[src/rtl/fsr_pkg.sv]
package fsr_pkg;
    typedef enum logic [1:0] {
        OP_PROG       = 2'd0,
        OP_BLK_ERASE  = 2'd1,
        OP_CHIP_ERASE = 2'd2,
        OP_NONE       = 2'd3
    } op_e;

    typedef enum logic [1:0] {
        S_IDLE,
        S_PROG_WAIT,
        S_ERASE_WAIT,
        S_COMMIT
    } seq_state_e;
endpackage

[src/rtl/fsr_seq.sv]
module fsr_seq
    import fsr_pkg::*;
#(
    parameter int ADDR_W = 6,
    parameter int CNT_W  = 8
) (
    input  logic              clk,
    input  logic              rst_n,
    input  logic              start,
    input  logic [1:0]        op_kind,
    input  logic [ADDR_W-1:0] op_addr,
    input  logic [7:0]        op_data,
    input  logic [CNT_W-1:0]  op_len,
    output logic              busy,
    output logic              commit,
    output logic              accept,
    output op_e               kind_q,
    output logic [ADDR_W-1:0] addr_q,
    output logic [7:0]        data_q
);
    seq_state_e state_q, state_d;
    logic [CNT_W-1:0] cnt_q;
    op_e kind_in;

    assign kind_in = op_e'(op_kind);
    assign accept  = (state_q == S_IDLE) && start && (kind_in != OP_NONE);

    always_comb begin
        state_d = state_q;
        unique case (state_q)
            S_IDLE: begin
                if (accept)
                    state_d = (kind_in == OP_PROG) ? S_PROG_WAIT : S_ERASE_WAIT;
            end
            S_PROG_WAIT,
            S_ERASE_WAIT: begin
                if (cnt_q == '0)
                    state_d = S_COMMIT;
            end
            S_COMMIT: state_d = S_IDLE;
            default:  state_d = S_IDLE;
        endcase
    end

    always_ff @(posedge clk or negedge rst_n) begin
        if (!rst_n) state_q <= S_IDLE;
        else        state_q <= state_d;
    end

    always_ff @(posedge clk or negedge rst_n) begin
        if (!rst_n) begin
            cnt_q  <= '0;
            kind_q <= OP_PROG;
            addr_q <= '0;
            data_q <= '0;
        end else if (accept) begin
            cnt_q  <= op_len;
            kind_q <= kind_in;
            addr_q <= op_addr;
            data_q <= op_data;
        end else if ((state_q == S_PROG_WAIT || state_q == S_ERASE_WAIT) && cnt_q != '0) begin
            cnt_q <= cnt_q - 1'b1;
        end
    end

    always_comb begin
        busy   = (state_q != S_IDLE);
        commit = (state_q == S_COMMIT);
    end

    a_r2_accept_raises_busy: assert property (@(posedge clk) disable iff (!rst_n)
        accept |=> busy);
    a_r2_commit_then_idle: assert property (@(posedge clk) disable iff (!rst_n)
        commit |=> !busy);
    a_r6_op_held_while_busy: assert property (@(posedge clk) disable iff (!rst_n)
        busy |=> ($stable(kind_q) && $stable(addr_q) && $stable(data_q)));
    a_r6_no_accept_when_busy: assert property (@(posedge clk) disable iff (!rst_n)
        busy |-> !accept);
endmodule

[src/rtl/fsr_store.sv]
module fsr_store
    import fsr_pkg::*;
#(
    parameter int ADDR_W = 6,
    parameter int BLK_W  = 2
) (
    input  logic              clk,
    input  logic              rst_n,
    input  logic              commit,
    input  op_e               kind_q,
    input  logic [ADDR_W-1:0] addr_q,
    input  logic [7:0]        data_q,
    input  logic [ADDR_W-1:0] rd_addr,
    output logic [7:0]        mem_rd
);
    localparam int DEPTH = 1 << ADDR_W;
    localparam int SHIFT = ADDR_W - BLK_W;

    logic [7:0] mem [DEPTH];

    always_ff @(posedge clk or negedge rst_n) begin
        if (!rst_n) begin
            for (int i = 0; i < DEPTH; i++) mem[i] <= 8'hFF;
        end else if (commit) begin
            if (kind_q == OP_PROG) begin
                mem[addr_q] <= mem[addr_q] & data_q;
            end else begin
                for (int i = 0; i < DEPTH; i++) begin
                    if (kind_q == OP_CHIP_ERASE ||
                        (ADDR_W'(i) >> SHIFT) == (addr_q >> SHIFT))
                        mem[i] <= 8'hFF;
                end
            end
        end
    end

    assign mem_rd = mem[rd_addr];

    a_r7_program_only_clears: assert property (@(posedge clk) disable iff (!rst_n)
        (commit && kind_q == OP_PROG) |=>
            ((mem[$past(addr_q)] & ~$past(mem[addr_q])) == 8'h00));
    a_r9_chip_erase_fills: assert property (@(posedge clk) disable iff (!rst_n)
        (commit && kind_q == OP_CHIP_ERASE) |=> (mem[0] == 8'hFF && mem[DEPTH-1] == 8'hFF));
endmodule

[src/rtl/fsr_readout.sv]
module fsr_readout
    import fsr_pkg::*;
(
    input  logic       clk,
    input  logic       rst_n,
    input  logic       rd_stb,
    input  logic       busy,
    input  logic       accept,
    input  op_e        kind_q,
    input  logic [7:0] data_q,
    input  logic [7:0] mem_rd,
    output logic [7:0] rd_data
);
    logic stb_q;
    logic tgl_q;
    logic rise;
    logic [7:0] status;

    assign rise = rd_stb && !stb_q;

    always_comb begin
        status    = 8'h00;
        status[7] = (kind_q == OP_PROG) ? ~data_q[7] : 1'b0;
        status[6] = tgl_q;
    end

    always_ff @(posedge clk or negedge rst_n) begin
        if (!rst_n) begin
            stb_q   <= 1'b0;
            tgl_q   <= 1'b0;
            rd_data <= 8'h00;
        end else begin
            stb_q <= rd_stb;
            if (accept)
                tgl_q <= 1'b0;
            else if (rise && busy)
                tgl_q <= ~tgl_q;
            if (rise)
                rd_data <= busy ? status : mem_rd;
        end
    end

    a_r5_toggle_flips: assert property (@(posedge clk) disable iff (!rst_n)
        (rise && busy) |=> (tgl_q != $past(tgl_q)));
    a_r5_toggle_cleared: assert property (@(posedge clk) disable iff (!rst_n)
        accept |=> !tgl_q);
    a_r3_prog_bit7: assert property (@(posedge clk) disable iff (!rst_n)
        (rise && busy && kind_q == OP_PROG) |=> (rd_data[7] == ~$past(data_q[7])));
    a_r4_erase_bit7: assert property (@(posedge clk) disable iff (!rst_n)
        (rise && busy && kind_q != OP_PROG) |=> (rd_data[7] == 1'b0 && rd_data[5:0] == 6'd0));
    a_r10_idle_true_data: assert property (@(posedge clk) disable iff (!rst_n)
        (rise && !busy) |=> (rd_data == $past(mem_rd)));
endmodule

[src/rtl/flash_status_rpt.sv]
module flash_status_rpt
    import fsr_pkg::*;
#(
    parameter int ADDR_W = 6,
    parameter int BLK_W  = 2,
    parameter int CNT_W  = 8
) (
    input  logic              clk,
    input  logic              rst_n,
    input  logic              start,
    input  logic [1:0]        op_kind,
    input  logic [ADDR_W-1:0] op_addr,
    input  logic [7:0]        op_data,
    input  logic [CNT_W-1:0]  op_len,
    input  logic              rd_stb,
    input  logic [ADDR_W-1:0] rd_addr,
    output logic [7:0]        rd_data,
    output logic              busy
);
    logic              commit;
    logic              accept;
    op_e               kind_q;
    logic [ADDR_W-1:0] addr_q;
    logic [7:0]        data_q;
    logic [7:0]        mem_rd;

    fsr_seq #(.ADDR_W(ADDR_W), .CNT_W(CNT_W)) seq_i (
        .clk(clk), .rst_n(rst_n), .start(start), .op_kind(op_kind),
        .op_addr(op_addr), .op_data(op_data), .op_len(op_len),
        .busy(busy), .commit(commit), .accept(accept),
        .kind_q(kind_q), .addr_q(addr_q), .data_q(data_q)
    );

    fsr_store #(.ADDR_W(ADDR_W), .BLK_W(BLK_W)) store_i (
        .clk(clk), .rst_n(rst_n), .commit(commit), .kind_q(kind_q),
        .addr_q(addr_q), .data_q(data_q), .rd_addr(rd_addr), .mem_rd(mem_rd)
    );

    fsr_readout readout_i (
        .clk(clk), .rst_n(rst_n), .rd_stb(rd_stb), .busy(busy),
        .accept(accept), .kind_q(kind_q), .data_q(data_q),
        .mem_rd(mem_rd), .rd_data(rd_data)
    );
endmodule

[config.mk]
export PLATFORM = sky130hd
export DESIGN_NAME = flash_status_rpt
export DESIGN_NICKNAME = d
export VERILOG_FILES = /design/src/rtl/fsr_pkg.sv /design/src/rtl/fsr_seq.sv /design/src/rtl/fsr_store.sv /design/src/rtl/fsr_readout.sv /design/src/rtl/flash_status_rpt.sv
export SDC_FILE = /design/constraint.sdc
export NUM_CORES = 1
export LEC_CHECK = 0
export BUFFER_PORTS_ARGS = -buffer_cell sky130_fd_sc_hd__buf_2
export CAP_MARGIN = 10
export CORE_MARGIN = 2
export CORE_UTILIZATION = 49
export CTS_CLUSTER_SIZE = 14
export DETAILED_ROUTE_END_ITERATION = 6
export PLACE_DENSITY = 0.72
export SLEW_MARGIN = 10
export SYNTH_ARGS = -nofsm -noshare
export SYNTH_HDL_FRONTEND = slang
export SYNTH_HIERARCHICAL = 1
export SYNTH_SLANG_ARGS = --single-unit
[constraint.sdc]
create_clock -name clk -period 4.5 [get_ports clk]
set_input_delay 0.45 -clock clk [delete_from_list [all_inputs] [get_ports clk]]
set_output_delay 0.45 -clock clk [all_outputs]
set_load 0.02 [all_outputs]
==> results.txt, run 1 <==
Nets@finish: 2941
Largest net degree at the start of global routing: 109
Final worst-path cycle share: 87.8%
Final-report hold violation count: 0
DR vias/cell: 7.05
Max-cap violations: 0
Commonest cells after routing, fill and taps aside: a21oi_1 (608), nor2_1 (559), dfstp_2 (512)
Clk_lat worst skew: 0.64 ns
Iter 0 DRT Violations: 3881
Yosys Warn Count: 6
Total GRT Usage: 33.7%
Slew @ Worst Pin: 1.29 ns
Post-synthesis compound-gate area fraction: 18.9%
Hold slack: 0.0517 ns
Post-Route Skew: 0.0313 ns
IO Pins: 43
Post-synthesis xor/xnor area fraction: 0.0584%
Ys flop type: dfstp_2
Arrival time worst endpoint: 4.50 ns
Yosys reg bits: 548
Average cell area after synthesis: 10.6 um^2
Clk root buf: clkbuf_16
Largest family of logic cells by synthesized area: compound AO/OA/AOI/OAI gates
Area delta synth->final: 11.7%
Global-route wire length before repair: 162 mm
# port buffers: 42
Initial cell density of the core: 49.6%
Number of synthesized flops with an enable pin: 0
Hold_buf cts: 1
Setup CP Type: flop to flop
Grt ovf: 0
Estimated wirelength of the detail-placed design: 72.6 mm
Resized cells post-CTS: 0
Vias: 26300
Antenna violations before repair: 1
Gp weighted congestion: 0.991
Cells after Synth: 2835
Crit path max fanout: 40
Status: finished with violations
Drt pass-1 iters: 7
Fraction of layout cells with a size suffix above 1: 35.3%
Seq/Total Area, Yosys: 47.9%
Setup TNS: 0 ns
Antenna Cells: 0
VDD IR max: 0.733 mV
Pwr Total: 31100 uW
Syn Nets: 2874
H-tree depth: 2
Fin area: 33500 um^2
Total wire length: 107 mm
CTS Buffer Depth: 3
Most common cell after layout, fill and taps aside: a21oi_1
Hold Crit Class: primary input to flop
TritonCTS Buffers: 57
Row cnt: 90
Vias in the first global route: 26000
CP Capture Type: flop
Synth Area in Adders: 0.209%
Die height: 251 um
Fill cells: 4911
CP Data Required Time: 5.05 ns
CTS tree: yes
Core Box Area: 60500 um^2
Multiplexer area fraction after synthesis: 17.0%
Setup violators final: 0
Post-Synth Simple-Gate Area: 11.4%
Die area: 63200 um^2
Failing checks: DRC
Leakage power: 0.0129 uW
F_max: 253 MHz
Die width: 251 um
Asr flop ratio synth: 100%
Slew headroom: 13.7%
Synth unique cells: 63
CP Launch Type: flop
Worst-path clk slew: 0.07 ns
Clock sink count: 548
Final worst path period need: 3.95 ns
Post CTS Setup Buffer Count: 0
Drt wl/cell: 28.8 um
Power Density: 929 nW/um^2
RSZ-0062 raised after global routing: false
Post-layout util: 55.4%
Routed Antenna Nets: 0
Placed cell area: 31400 um^2
Count of pins over their slew limit: 0
Cell Area, Synth: 30000 um^2
DRC: 19
-- final cells by class --
type                    instances  area [um^2]  area share, %
inverters                      38          143          0.426
well taps                     782          978           2.92
flip-flops and latches        548        14400           42.9
multi-input cells            2043        14300           42.7
clock inverters                30          417           1.24
clock buffers                  77         1660           4.97
repair buffers                214         1640           4.90
-- power by group --
part	total [uW]	internal, uW	switching, uW
Combinational	14200	5050	9100
Clock	5200	3110	2090
Sequential	11800	9070	2690
-- routing by layer --
layer	GRT usage (%)	wire, um	up-vias	part of all wire [%]
met2	48.9	46000	2139	43
met1	43.5	38500	13000	36
met3	11.3	14900	513	14
li1	-	-	10700	-
met4	21.2	8070	2	7.5
met5	0	12	-	0.011
-- worst max-delay path, cell delays in order (launching register included) --
cell and delay [ns]:
dfrtp_1 0.68, nor2b_4 0.87, buf_4 0.47, a221oi_1 0.14, o21ai_0 0.66, a22o_1 0.33, o41ai_4 0.11, buf_4 0.34
a21oi_1 0.25
-- synthesized netlist by cell type (all sizes together) (25+ instances only) --
| library cell | count | area [um^2] |
|---|---|---|
| dfrtp | 36 | 901 |
| nor2b | 25 | 164 |
| o32ai | 30 | 263 |
| dfstp | 512 | 13500 |
| nand2 | 117 | 439 |
| nor2 | 561 | 2110 |
| nor4 | 64 | 400 |
| clkbuf | 85 | 319 |
| o22ai | 66 | 413 |
| a21oi | 608 | 3040 |
| a221o | 25 | 250 |
| a221oi | 45 | 394 |
| buf | 121 | 928 |
| mux4 | 154 | 3470 |
| inv | 37 | 139 |
| mux2i | 136 | 1360 |
-- metrics by stage --
| stage | instances | setup WS (ns) |
|---|---|---|
| after floorplan | 2835 | 1.43 |
| after global placement | 3623 | 0.941 |
| after detailed placement | 3623 | 0.830 |
| after CTS | 3731 | 0.799 |
| after global routing | 3732 | 0.529 |
| final | 3732 | 0.548 |
-- logic make-up after synthesis --
kind of cell    count (synthesis)
compound gates                916
simple gates                  807
flops                         548
mux                           313
buf+inv                       244
fa+ha+maj                       5
xor+xnor                        2
-- registers in the layout, summed over array words and instances, names as in the netlist --
register / flops
store_i/mem: 512
seq_i/data_q: 8
readout_i/tgl_q: 1
seq_i/state_q: 2
seq_i/kind_q: 2
readout_i/rd_data: 8
seq_i/cnt_q: 8
readout_i/stb_q: 1
seq_i/addr_q: 6
-- path summary, 6_finish.rpt --
path                       cells after the start                 start  slack [ns]              endpoint
setup / recovery                               8       seq_i/addr_q[1]        0.55      store_i/mem[339]
hold / removal                                 2             op_len[4]        0.05        seq_i/cnt_q[4]
setup reg to reg                               8       seq_i/addr_q[1]        0.55      store_i/mem[339]
hold reg to reg                                2  readout_i/rd_data[3]        0.48  readout_i/rd_data[3]
max in group asynchronous                      2                 rst_n        3.45      store_i/mem[226]
min in group asynchronous                      1                 rst_n        0.32      store_i/mem[207]
Note: power is estimated with default switching activity, not from simulation.
==> run 2: changes to the inputs <==
PLACE_DENSITY = 0.7   (was 0.72)
==> run 2 against run 1 <==
  * The run now ends clean
  * Power down 0.55%
  * Critical path depth unchanged
  * Routed wire length down 0.43%
  * Worst setup slack better by 0.17 ns
  * Final area about the same
  * Maximum frequency up 4.5%
  * Global-route usage about the same
  * Count of clock-buffer cells in the layout up 3
  * Sequential power about the same
  * Hold slack worse by 0.015 ns
  * Critical endpoint is now store_i/mem[69]
  * Largest power group unchanged
  * Highest routed layer is now met4
==> results.txt, run 2 (synthesized netlist as in run 1, its figures left out) <==
Status: finished, final reports clean
Slew headroom: 19.8% (+6.1 points)
Gp weighted congestion: 0.950 (-4.2%)
Hold Path End: seq_i/cnt_q[4]
Post-Route Skew: 0.0463 ns (+0.0151 ns)
Hold_buf cts: 1 (unchanged)
CTS Buffer Depth: 3 (unchanged)
Estimated wirelength of the detail-placed design: 72.0 mm (-0.72%)
Clk root buf: clkbuf_16
Routed Antenna Nets: 0 (unchanged)
Vias: 25900 (-1.6%)
Grt ovf: 0 (unchanged)
Clock sink count: 548 (unchanged)
H-tree depth: 2 (unchanged)
Largest net degree at the start of global routing: 117 (+7.3%)
Reg with most FFs: store_i/mem
DR vias/cell: 6.92 (-1.7%)
# port buffers: 42 (unchanged)
Vias in the first global route: 25300 (-2.6%)
Final worst path period need: 3.78 ns (-0.169 ns)
Setup CP Type: flop to flop
Post-layout util: 55.4% (about the same)
FF+latch area: 14400 um^2 (unchanged)
Crit path max fanout: 58 (+45%)
CP Capture Type: flop
CP Launch Type: flop
Arrival time worst endpoint: 4.29 ns (-0.21 ns)
Worst r2r path cells: 8 (unchanged)
Max-cap violations: 0 (unchanged)
Drt wl/cell: 28.6 um (-0.62%)
VDD IR max: 0.704 mV (-4.0%)
Hold Crit Depth: 2 (unchanged)
Power Density: 924 nW/um^2 (-0.52%)
Slew @ Worst Pin: 1.20 ns (-0.0942 ns)
DRC: 0 (-19)
Fill cells: 5058 (+3.0%)
HP Start: op_len[4]
Core Box Area: 60500 um^2 (unchanged)
Worst reg2reg path endpoint: store_i/mem[69]
Count of pins over their slew limit: 0 (unchanged)
RSZ-0062 raised after global routing: false
Global-route wire length before repair: 161 mm (-0.21%)
Most common cell after layout, fill and taps aside: a21oi_1
Die area: 63200 um^2 (unchanged)
Multi-input logic area: 14300 um^2 (-0.13%)
Total GRT Usage: 33.7% (about the same)
Commonest cells after routing, fill and taps aside: a21oi_1 (608), nor2_1 (559), dfstp_2 (512)
Pwr Total: 30900 uW (-0.55%)
CP Data Required Time: 5.01 ns (-0.04 ns)
Die width: 251 um (unchanged)
F_max: 264 MHz (+4.5%)
IO Pins: 43 (unchanged)
Worst-path clk slew: 0.06 ns (about the same)
Iter 0 DRT Violations: 3845 (-0.93%)
Setup TNS: 0 ns (unchanged)
Clk_lat worst skew: 0.65 ns (about the same)
Row cnt: 90 (unchanged)
Final-report hold violation count: 0 (unchanged)
Nets@finish: 2949 (+0.27%)
Resized cells post-CTS: 0 (unchanged)
R2R Setup Slk: 0.72 ns (+0.17 ns)
Final worst-path cycle share: 84.1% (-3.8 points)
Largest register FFs: 512 (unchanged)
Area delta synth->final: 11.7% (about the same)
TritonCTS Buffers: 58 (+1.8%)
Drt pass-1 iters: 7 (unchanged)
Antenna violations before repair: 0 (-1)
Total wire length: 107 mm (-0.43%)
Hold Crit Class: primary input to flop
CTS tree: yes
Leakage power: 0.0129 uW (+0.19%)
Setup violators final: 0 (unchanged)
Initial cell density of the core: 49.6% (unchanged)
Post CTS Setup Buffer Count: 0 (unchanged)
Hold slack: 0.0366 ns (-0.0151 ns)
Reg2Reg Launch Point: seq_i/addr_q[0]
Fraction of layout cells with a size suffix above 1: 35.0% (-0.22 points)
Die height: 251 um (unchanged)
Antenna Cells: 0 (unchanged)
-- run 2: report_power, final --
part           switching [uW]  internal [uW]  total (uW)
clock network            2070           2890        4960
registers                2530           9050       11600
logic                    9070           5330       14400
total                   13700          17300       30900
-- run 2: critical path: stages, from the launching register on --
cell	delay, ns
dfrtp_4	0.63
buf_4	0.62
nor2b_1	0.11
a32o_1	0.24
o31ai_1	0.43
o2111ai_1	0.44
o41ai_4	0.38
buf_4	0.53
a21oi_1	0.14
-- run 2: worst max-delay path by stage --
stage / start / to / slack, ns
final: seq_i/addr_q[0] / store_i/mem[69] / 0.72
after global routing: seq_i/addr_q[1] / store_i/mem[244] / 0.67
after CTS: seq_i/addr_q[0] / store_i/mem[197] / 0.90
after detailed placement: seq_i/addr_q[0] / store_i/mem[197] / 0.93
after global placement: seq_i/addr_q[0] / store_i/mem[389] / 0.98
after floorplan: rd_addr[0] / readout_i/rd_data[7] / 1.43
-- run 2: routing by layer --
| layer | global-route usage [%] | routed length (um) | vias to the layer above | part of all wire [%] |
|---|---|---|---|---|
| met5 | 0 | 0 | - | 0 |
| met4 | 17.9 | 6520 | 0 | 6.1 |
| met3 | 7.77 | 13500 | 393 | 13 |
| met2 | 50.7 | 46900 | 1857 | 44 |
| met1 | 45.5 | 40000 | 13000 | 37 |
| li1 | - | - | 10700 | - |
-- run 2: area by class of cell --
| class | instances | share of cell area (%) |
|---|---|---|
| clock buffer | 80 | 4.91 |
| clock inverter | 27 | 0.916 |
| inverter | 38 | 0.426 |
| multi-input combinational | 2043 | 42.6 |
| sequential | 548 | 42.9 |
| tap | 782 | 2.92 |
| timing repair buffer | 221 | 5.31 |
-- run 2: per-stage QoR --
step | setup slack (ns) | area [um^2] | cells
final | 0.717 | 33500 | 3739
after detailed placement | 0.931 | 31500 | 3630
after floorplan | 1.43 | 30000 | 2835
after CTS | 0.901 | 33500 | 3738
after global routing | 0.669 | 33500 | 3739
after global placement | 0.985 | 31500 | 3630
